[src/rtl/piso_buffered_pkg.sv]
package piso_buffered_pkg;

   typedef struct packed {
      logic stg;
      logic sh;
      logic ld_n;
      logic clr_n;
   } ctrl_t;

   localparam int unsigned CTRL_BITS = $bits(ctrl_t);
   localparam ctrl_t CTRL_IDLE = '{stg: 1'b0, sh: 1'b0, ld_n: 1'b1, clr_n: 1'b1};

endpackage

[src/rtl/piso_sync.sv]
module piso_sync #(
   parameter int unsigned BITS   = 8,
   parameter int unsigned STAGES = 2,
   parameter logic [BITS-1:0] RST_VAL = '0
) (
   input  logic            clk,
   input  logic            rst_n,
   input  logic [BITS-1:0] din,
   output logic [BITS-1:0] dout
);

   if (STAGES < 2) begin : g_bad_stages
      $error("piso_sync: STAGES must be at least 2");
   end

   logic [BITS-1:0] chain [STAGES];

   for (genvar i = 0; i < STAGES; i++) begin : g_stage
      if (i == 0) begin : g_first
         always_ff @(posedge clk or negedge rst_n) begin
            if (!rst_n) chain[i] <= RST_VAL;
            else        chain[i] <= din;
         end
      end else begin : g_next
         always_ff @(posedge clk or negedge rst_n) begin
            if (!rst_n) chain[i] <= RST_VAL;
            else        chain[i] <= chain[i-1];
         end
      end
   end

   assign dout = chain[STAGES-1];

endmodule

[src/rtl/piso_store.sv]
module piso_store #(
   parameter int unsigned WIDTH = 8
) (
   input  logic             clk,
   input  logic             rst_n,
   input  logic             capture,
   input  logic [WIDTH-1:0] par_s,
   output logic [WIDTH-1:0] stg_q,
   output logic [WIDTH-1:0] stg_next
);

   assign stg_next = capture ? par_s : stg_q;

   always_ff @(posedge clk or negedge rst_n) begin
      if (!rst_n) stg_q <= '0;
      else        stg_q <= stg_next;
   end

   p_capture_r2: assert property (@(posedge clk) disable iff (!rst_n)
      capture |=> (stg_q == $past(par_s)));

   p_keep_r3: assert property (@(posedge clk) disable iff (!rst_n)
      !capture |=> $stable(stg_q));

endmodule

[src/rtl/piso_shift.sv]
module piso_shift #(
   parameter int unsigned WIDTH = 8
) (
   input  logic             clk,
   input  logic             rst_n,
   input  logic             clr_act,
   input  logic             ld_act,
   input  logic             sh_lvl,
   input  logic             sh_rise,
   input  logic             ser_s,
   input  logic [WIDTH-1:0] load_val,
   output logic [WIDTH-1:0] sr_q,
   output logic             ser_out
);

   localparam int unsigned MSB = WIDTH - 1;

   logic [WIDTH-1:0] sr_d;

   always_comb begin
      sr_d = sr_q;
      if (clr_act)                  sr_d = '0;
      else if (ld_act && !sh_lvl)   sr_d = load_val;
      else if (sh_rise && !ld_act)  sr_d = {sr_q[MSB-1:0], ser_s};
   end

   always_ff @(posedge clk or negedge rst_n) begin
      if (!rst_n) sr_q <= '0;
      else        sr_q <= sr_d;
   end

   assign ser_out = sr_q[MSB];

   p_load_r4: assert property (@(posedge clk) disable iff (!rst_n)
      (ld_act && !sh_lvl && !clr_act) |=> (sr_q == $past(load_val)));

   p_lockout_r5: assert property (@(posedge clk) disable iff (!rst_n)
      (sh_lvl && !sh_rise && !clr_act) |=> $stable(sr_q));

   p_clear_r6: assert property (@(posedge clk) disable iff (!rst_n)
      clr_act |=> (sr_q == '0));

   p_shift_r7: assert property (@(posedge clk) disable iff (!rst_n)
      (sh_rise && !ld_act && !clr_act) |=>
         (sr_q == {$past(sr_q[MSB-1:0]), $past(ser_s)}));

   p_hold_r9: assert property (@(posedge clk) disable iff (!rst_n)
      (!sh_rise && !ld_act && !clr_act) |=> $stable(sr_q));

endmodule

[src/rtl/piso_buffered.sv]
module piso_buffered
   import piso_buffered_pkg::*;
#(
   parameter int unsigned WIDTH       = 8,
   parameter int unsigned SYNC_STAGES = 2
) (
   input  logic             clk,
   input  logic             rst_n,
   input  logic [WIDTH-1:0] par_in,
   input  logic             ser_in,
   input  logic             stg_clk,
   input  logic             sh_clk,
   input  logic             load_n,
   input  logic             clear_n,
   output logic             ser_out,
   output logic             conflict
);

   localparam int unsigned BUS = WIDTH + 1 + CTRL_BITS;
   localparam logic [BUS-1:0] BUS_IDLE = {{WIDTH{1'b0}}, 1'b0, CTRL_IDLE};

   if (WIDTH < 2) begin : g_bad_width
      $error("piso_buffered: WIDTH must be at least 2");
   end

   ctrl_t            ctrl_in, ctrl_s, ctrl_prev;
   logic [WIDTH-1:0] par_s;
   logic             ser_s;
   logic [BUS-1:0]   bus_s;
   logic             stg_rise, sh_rise;
   logic [WIDTH-1:0] stg_q, stg_next, sr_q;

   assign ctrl_in = '{stg: stg_clk, sh: sh_clk, ld_n: load_n, clr_n: clear_n};

   piso_sync #(.BITS(BUS), .STAGES(SYNC_STAGES), .RST_VAL(BUS_IDLE)) u_sync (
      .clk  (clk),
      .rst_n(rst_n),
      .din  ({par_in, ser_in, ctrl_in}),
      .dout (bus_s)
   );

   assign {par_s, ser_s, ctrl_s} = bus_s;

   always_ff @(posedge clk or negedge rst_n) begin
      if (!rst_n) ctrl_prev <= CTRL_IDLE;
      else        ctrl_prev <= ctrl_s;
   end

   assign stg_rise = ctrl_s.stg & ~ctrl_prev.stg;
   assign sh_rise  = ctrl_s.sh  & ~ctrl_prev.sh;

   piso_store #(.WIDTH(WIDTH)) u_store (
      .clk     (clk),
      .rst_n   (rst_n),
      .capture (stg_rise),
      .par_s   (par_s),
      .stg_q   (stg_q),
      .stg_next(stg_next)
   );

   piso_shift #(.WIDTH(WIDTH)) u_shift (
      .clk     (clk),
      .rst_n   (rst_n),
      .clr_act (~ctrl_s.clr_n),
      .ld_act  (~ctrl_s.ld_n),
      .sh_lvl  (ctrl_s.sh),
      .sh_rise (sh_rise),
      .ser_s   (ser_s),
      .load_val(stg_next),
      .sr_q    (sr_q),
      .ser_out (ser_out)
   );

   assign conflict = ~ctrl_s.ld_n & ~ctrl_s.clr_n;

   p_passthru_r10: assert property (@(posedge clk) disable iff (!rst_n)
      (stg_rise && !ctrl_s.ld_n && !ctrl_s.sh && ctrl_s.clr_n) |=> (sr_q == $past(par_s)));

   p_store_kept_r6: assert property (@(posedge clk) disable iff (!rst_n)
      (!ctrl_s.clr_n && !stg_rise) |=> $stable(stg_q));

endmodule

[config.mk]
export PLATFORM = sky130hd
export DESIGN_NAME = piso_buffered
export DESIGN_NICKNAME = d
export VERILOG_FILES = /design/src/rtl/piso_buffered_pkg.sv /design/src/rtl/piso_sync.sv /design/src/rtl/piso_store.sv /design/src/rtl/piso_shift.sv /design/src/rtl/piso_buffered.sv
export SDC_FILE = /design/constraint.sdc
export NUM_CORES = 1
export LEC_CHECK = 0
export BUFFER_PORTS_ARGS = -buffer_cell sky130_fd_sc_hd__buf_4
export CAP_MARGIN = 20
export CELL_PAD_IN_SITES_DETAIL_PLACEMENT = 1
export CELL_PAD_IN_SITES_GLOBAL_PLACEMENT = 1
export CORE_ASPECT_RATIO = 0.75
export CORE_MARGIN = 2
export CORE_UTILIZATION = 42
export DETAILED_ROUTE_END_ITERATION = 12
export PLACE_DENSITY_LB_ADDON = 0.1
export SLEW_MARGIN = 40
export SYNTH_ARGS = -nofsm -noshare
export SYNTH_HDL_FRONTEND = slang
export SYNTH_SLANG_ARGS = --single-unit
[constraint.sdc]
create_clock -name clk -period 1.2 [get_ports clk]
set_clock_uncertainty 0.05 [all_clocks]
set_input_delay 0.12 -clock clk [delete_from_list [all_inputs] [get_ports clk]]
set_output_delay 0.12 -clock clk [all_outputs]
set_load 0.02 [all_outputs]
Yosys cells after proc, flatten, opt, wreduce, memory -nomap -nowiden
Index checks and enable logic that the tools add are counted.
Operators by class
  equal/unequal tests: 1
  multiplexer cells: 4
  bitwise gates (word level): 7
  reduce and logical (&&, ||, !) cells: 3
Operators by type and width (count)
  8-bit two-way mux: 4
  1-bit inverter: 4
  1-bit AND: 3
  3-bit by 1-bit != test with 1-bit output, second input constant: 1
  1-bit logical AND: 2
  1-bit zero test: 1
Storage, ports and cells
  register bits after elaboration: 44
  output and inout port bits: 2
  word-level logic and storage cells: 21

Depth between registers and ports, before layout
  depth in word-level cells: 6
  depth in mapped cells: 4

Hierarchy
From an unflattened synthesis, not the netlist that was laid out.
Second synthesis, totals
  cell total of the unflattened synthesis: 102
  area total of the unflattened synthesis: 1627.8 um^2
Modules (own cells, without submodules)
  piso_sync: times used 1, cells each 39, area each 753.2 um^2
  piso_shift: times used 1, cells each 39, area each 454.2 um^2
  piso_store: times used 1, cells each 17, area each 331.6 um^2
  piso_buffered: times used 1, cells each 7, area each 88.8 um^2

Least setup slack after synthesis
No wires, ideal clock.
  path kind: reg2reg
  from: reg u_sync.chain, in the netlist u_sync.dout[1]
  to: reg u_shift.sr_q[7]
  setup time: 147 ps
  data arrival time: 961 ps
  required time: 1003 ps
  setup slack: 42 ps
  stages on the path, launching flop included: 5
  buffers on the path: 1
  clock period less this slack: 1158 ps
  path through: dfstp_2 > nand3b_1 > buf_6 > mux2i_1 > o22ai_1
Between the ends
  cells in the longest elaborated chain, start to end: 4
  elaborated cells on any way between the ends: 6
RTL lines
  start, declared: RTL line piso_sync.sv:16  | logic [BITS-1:0] chain [STAGES];
  start signal, assigned by index: RTL line piso_sync.sv:27  | else chain[i] <= chain[i-1];
  1-bit inverter: RTL line piso_buffered.sv:65  | .ld_act (~ctrl_s.ld_n),
  1-bit logical AND: RTL line piso_shift.sv:23  | else if (ld_act && !sh_lvl) sr_d = load_val;
  8-bit two-way mux: RTL line piso_shift.sv:23
  8-bit two-way mux: RTL line piso_shift.sv:22  | if (clr_act) sr_d = '0;
  end signal, assigned: RTL line piso_shift.sv:29  | else sr_q <= sr_d;
  end, declared: RTL line piso_shift.sv:12  | output logic [WIDTH-1:0] sr_q,
Several ways; a longest one is shown, not always the timed one.
A chain may end at the register's enable or synchronous reset.

Worst setup path after layout
  from: reg u_sync.chain, in the netlist u_sync.dout[1]
  to: reg u_shift.sr_q[1]
The elaborated chain is that of the path after synthesis.

==> results.yml <==
sta:
  fin_crit_ps: 1254
  slew_headroom_pct: 64.73
  rsz0062_at_grt: "yes"
  worstMarginPinSlew_ps: 529.0
  finalHoldViolations: 0
  fmax_mhz: 797.2
  maxSlewViolCount: 0
  fin_ws_ps: -54.36
  setup_violations: 9
  final.period_utilization_pct: 104.5
yosys:
  netlist_instances: 84
  synth_common_cells: "dfrtp_1 (40), mux2i_1 (16), inv_1 (8), o22ai_1 (8), dfstp_2 (4)"
  ys_ff_latch: 44
  async_flop_share_pct: 100.0
  ys.warnings.count: 0
  ys_types: 12
  avgSynthCellArea_um2: 16.79
  syn_nets: 99
  yosys.area.top_type: "dfrtp_1"
  synth_edf_count: 0
  seq_area_frac_synth_pct: 78.44
  yosysMostFrequentCell: "dfrtp_1"
  syn_area_um2: 1410
  synthDominantCellAreaShare_pct: 70.98
  synthFlopType: "dfrtp_1"
  netlist_top_cells_area: "dfrtp_1 (71%), mux2i_1 (11%), dfstp_2 (7.5%)"
route:
  drt-total-wl_mm: 2.164
  viasPerCell: 4.586
  drt-wirelength-per-cell_um: 13.36
  drt-initial-drc-count: 29
  ant_nets: 0
  drtPass1Iterations: 4
  drc: 0
  vias: 743
worst_setup_path:
  critPathRequiredTime_ps: 1310
  critPathLaunchType: "flop"
  cp-end-kind: "flop"
  path_class: "flop to flop"
  arrival_ps: 1360
  crit_start: "u_sync.dout[1]"
  r2r-start: "u_sync.dout[1]"
  path_max_fanout: 8
status:
  violations: "setup timing"
  outcome: "complete, but fails checks"
floorplanning:
  die_w_um: 70.91
  rows: 18
  dieArea_um2: 3842
  die_height_um: 54.18
  start_util_pct: 43.48
  ioPinCount: 17
  core-area_um2: 3243
cts:
  cts-root-buf: "clkbuf_8"
  cts_buffer_depth: 2
  numCtsBuffers: 5
  cts_tree: "done"
  clk-insertion-delay-late_ps: 290
  clkTransAtPathRegs_ps: 80
  cts_max_level: 2
  clkSinkCount: 44
global_route:
  grt_start_max_net_pins: 45
  grt_use_met2_pct: 20.56
  grt_usage_pct: 13.36
  grt_overflow_total: 0
  grt_pass1_vias: 776
  grt_pass1_wl_mm: 3.491
  grt_util_met3_pct: 7.303
  grtUsageMet1_pct: 15.45
  grt_antenna_before_repair: 0
  top_usage_layer: "met2"
final_layout:
  nFillCells: 316
  drive_gt1_share_pct: 27.87
  areaGrowthSynthToFinish_pct: 30.17
  final_nets: 136
  n_antenna_cell: 0
  final_cell_area_um2: 1836
placed_design:
  gp_congestion: 0.6526
  dpl_cell_area_um2: 1562
  hpwl_mm: 1.319
  port_buffers: 16
  pre_cts_slack_ps: -78.39
power_and_ir_drop:
  vdd_drop_max_mv: 1.061
  seqPwrFrac_pct: 55.6
  p_int_mw: 2.334
  clkPwrFrac_pct: 36.4
  cellLeakagePower_nw: 0.9160
  swShare_pct: 20.70
  pwr-share-comb_pct: 8.0
  pwr_density_cell_nw_per_um2: 1603
  switching_power_mw: 0.6093
job:
  drv_cap: 0
min_path:
  holdCritPathClass: "input port to async pin"
-- registers in the layout (all words and copies together), names as in the netlist --
| register | count |
|---|---|
| u_store.stg_q | 8 |
| u_sync.chain | 13 |
| u_sync.dout | 13 |
| ctrl_prev | 2 |
| u_shift.sr_q | 8 |
-- stage by stage --
step | std cells | utilization [%] | power [mW] | hold WS, ps | setup TNS [ps]
final | 162 | 56.60 | 2.943 | 296.5 | -300.8
after global routing | 162 | 56.60 | 3.088 | 309.8 | -845.0
after CTS | 161 | 56.02 | 2.988 | 303.3 | -389.7
after detailed placement | 139 | 48.15 | 1.854 | 89.39 | -569.9
after global placement | 139 | 48.15 | 1.841 | 86.62 | -162.7
after floorplan | 84 | - | 1.755 | -225.6 | 0
-- power groups by stage --
stage / Combinational (mW) / Clock (mW) / Sequential [mW]
after floorplan: 0.105 / 0 / 1.65
after global placement: 0.186 / 0 / 1.65
after detailed placement: 0.194 / 0 / 1.66
after CTS: 0.232 / 1.12 / 1.63
after global routing: 0.264 / 1.18 / 1.65
final: 0.237 / 1.07 / 1.64
-- layer usage --
layer | part of all wire (%) | wire [um] | vias up
li1 | - | - | 353
met1 | 49 | 1059 | 373
met2 | 46 | 990 | 15
met3 | 4.9 | 107 | 2
met4 | 0.32 | 7 | 0
met5 | 0 | 0 | -
-- critical path: stages (launching register included) --
cell and delay [ps]:
dfstp_2 560, nand3b_1 100, buf_6 160, mux2i_2 170, o22ai_1 90
-- placed cells by master, fill, tap and decap left out --
master / synthesis / final
dfstp_2: 4 / 4
nand2_1: 1 / 1
nor2_1: 2 / 2
dfrtp_1: 40 / 40
nand3b_1: 1 / 1
dlygate4sd3_1: 0 / 14
o22ai_1: 8 / 8
mux2i_2: 0 / 3
bufinv_16: 0 / 1
mux2i_1: 16 / 13
buf_6: 1 / 1
buf_4: 0 / 17
o21ai_2: 0 / 1
nand2b_4: 1 / 1
clkbuf_1: 0 / 1
clkinv_2: 0 / 1
inv_1: 8 / 8
clkbuf_8: 0 / 5
-- cell families (layout without fill, tap and decap cells) --
logic type / Yosys count / after routing / share of synthesized area (%)
DFF: 44 / 44 / 78.44
and+or+nand+nor: 5 / 5 / 2.307
AOI/OAI and AO/OA: 9 / 9 / 3.904
buffers and inverters: 10 / 48 / 3.993
muxes: 16 / 16 / 11.36
-- timing repair --
action | CTS | global route
endpoints found under the setup margin | 9 | 10
setup buffers | 0 | 1
pin swaps | 0 | 0
hold endpoints to repair | 53 | 0
resized for setup | 2 | 3
hold buffers | 14 | 0
-- final timing paths --
kind                               endpoint  slack [ps]  depth (start not counted)
setup / recovery            u_shift.sr_q[1]         -50                          4
hold / removal             u_sync.chain[16]         300                          2
setup reg to reg            u_shift.sr_q[1]         -50                          4
hold reg to reg              u_sync.dout[9]         300                          0
max in group asynchronous    u_sync.dout[1]         430                          2
min in group clk             u_sync.dout[9]         300                          0
-- area by class of cell --
cell class	instances	area, um^2	share of cell area, %
timing repair buffer	32	279.0	15.20
clock buffer	6	72.57	3.954
tap	40	50.05	2.727
multi-input combinational	30	262.8	14.31
sequential	44	1106	60.26
clock inverter	2	35.03	1.909
inverter	8	30.03	1.636
No activity file was read; power rests on OpenSTA's default activity.
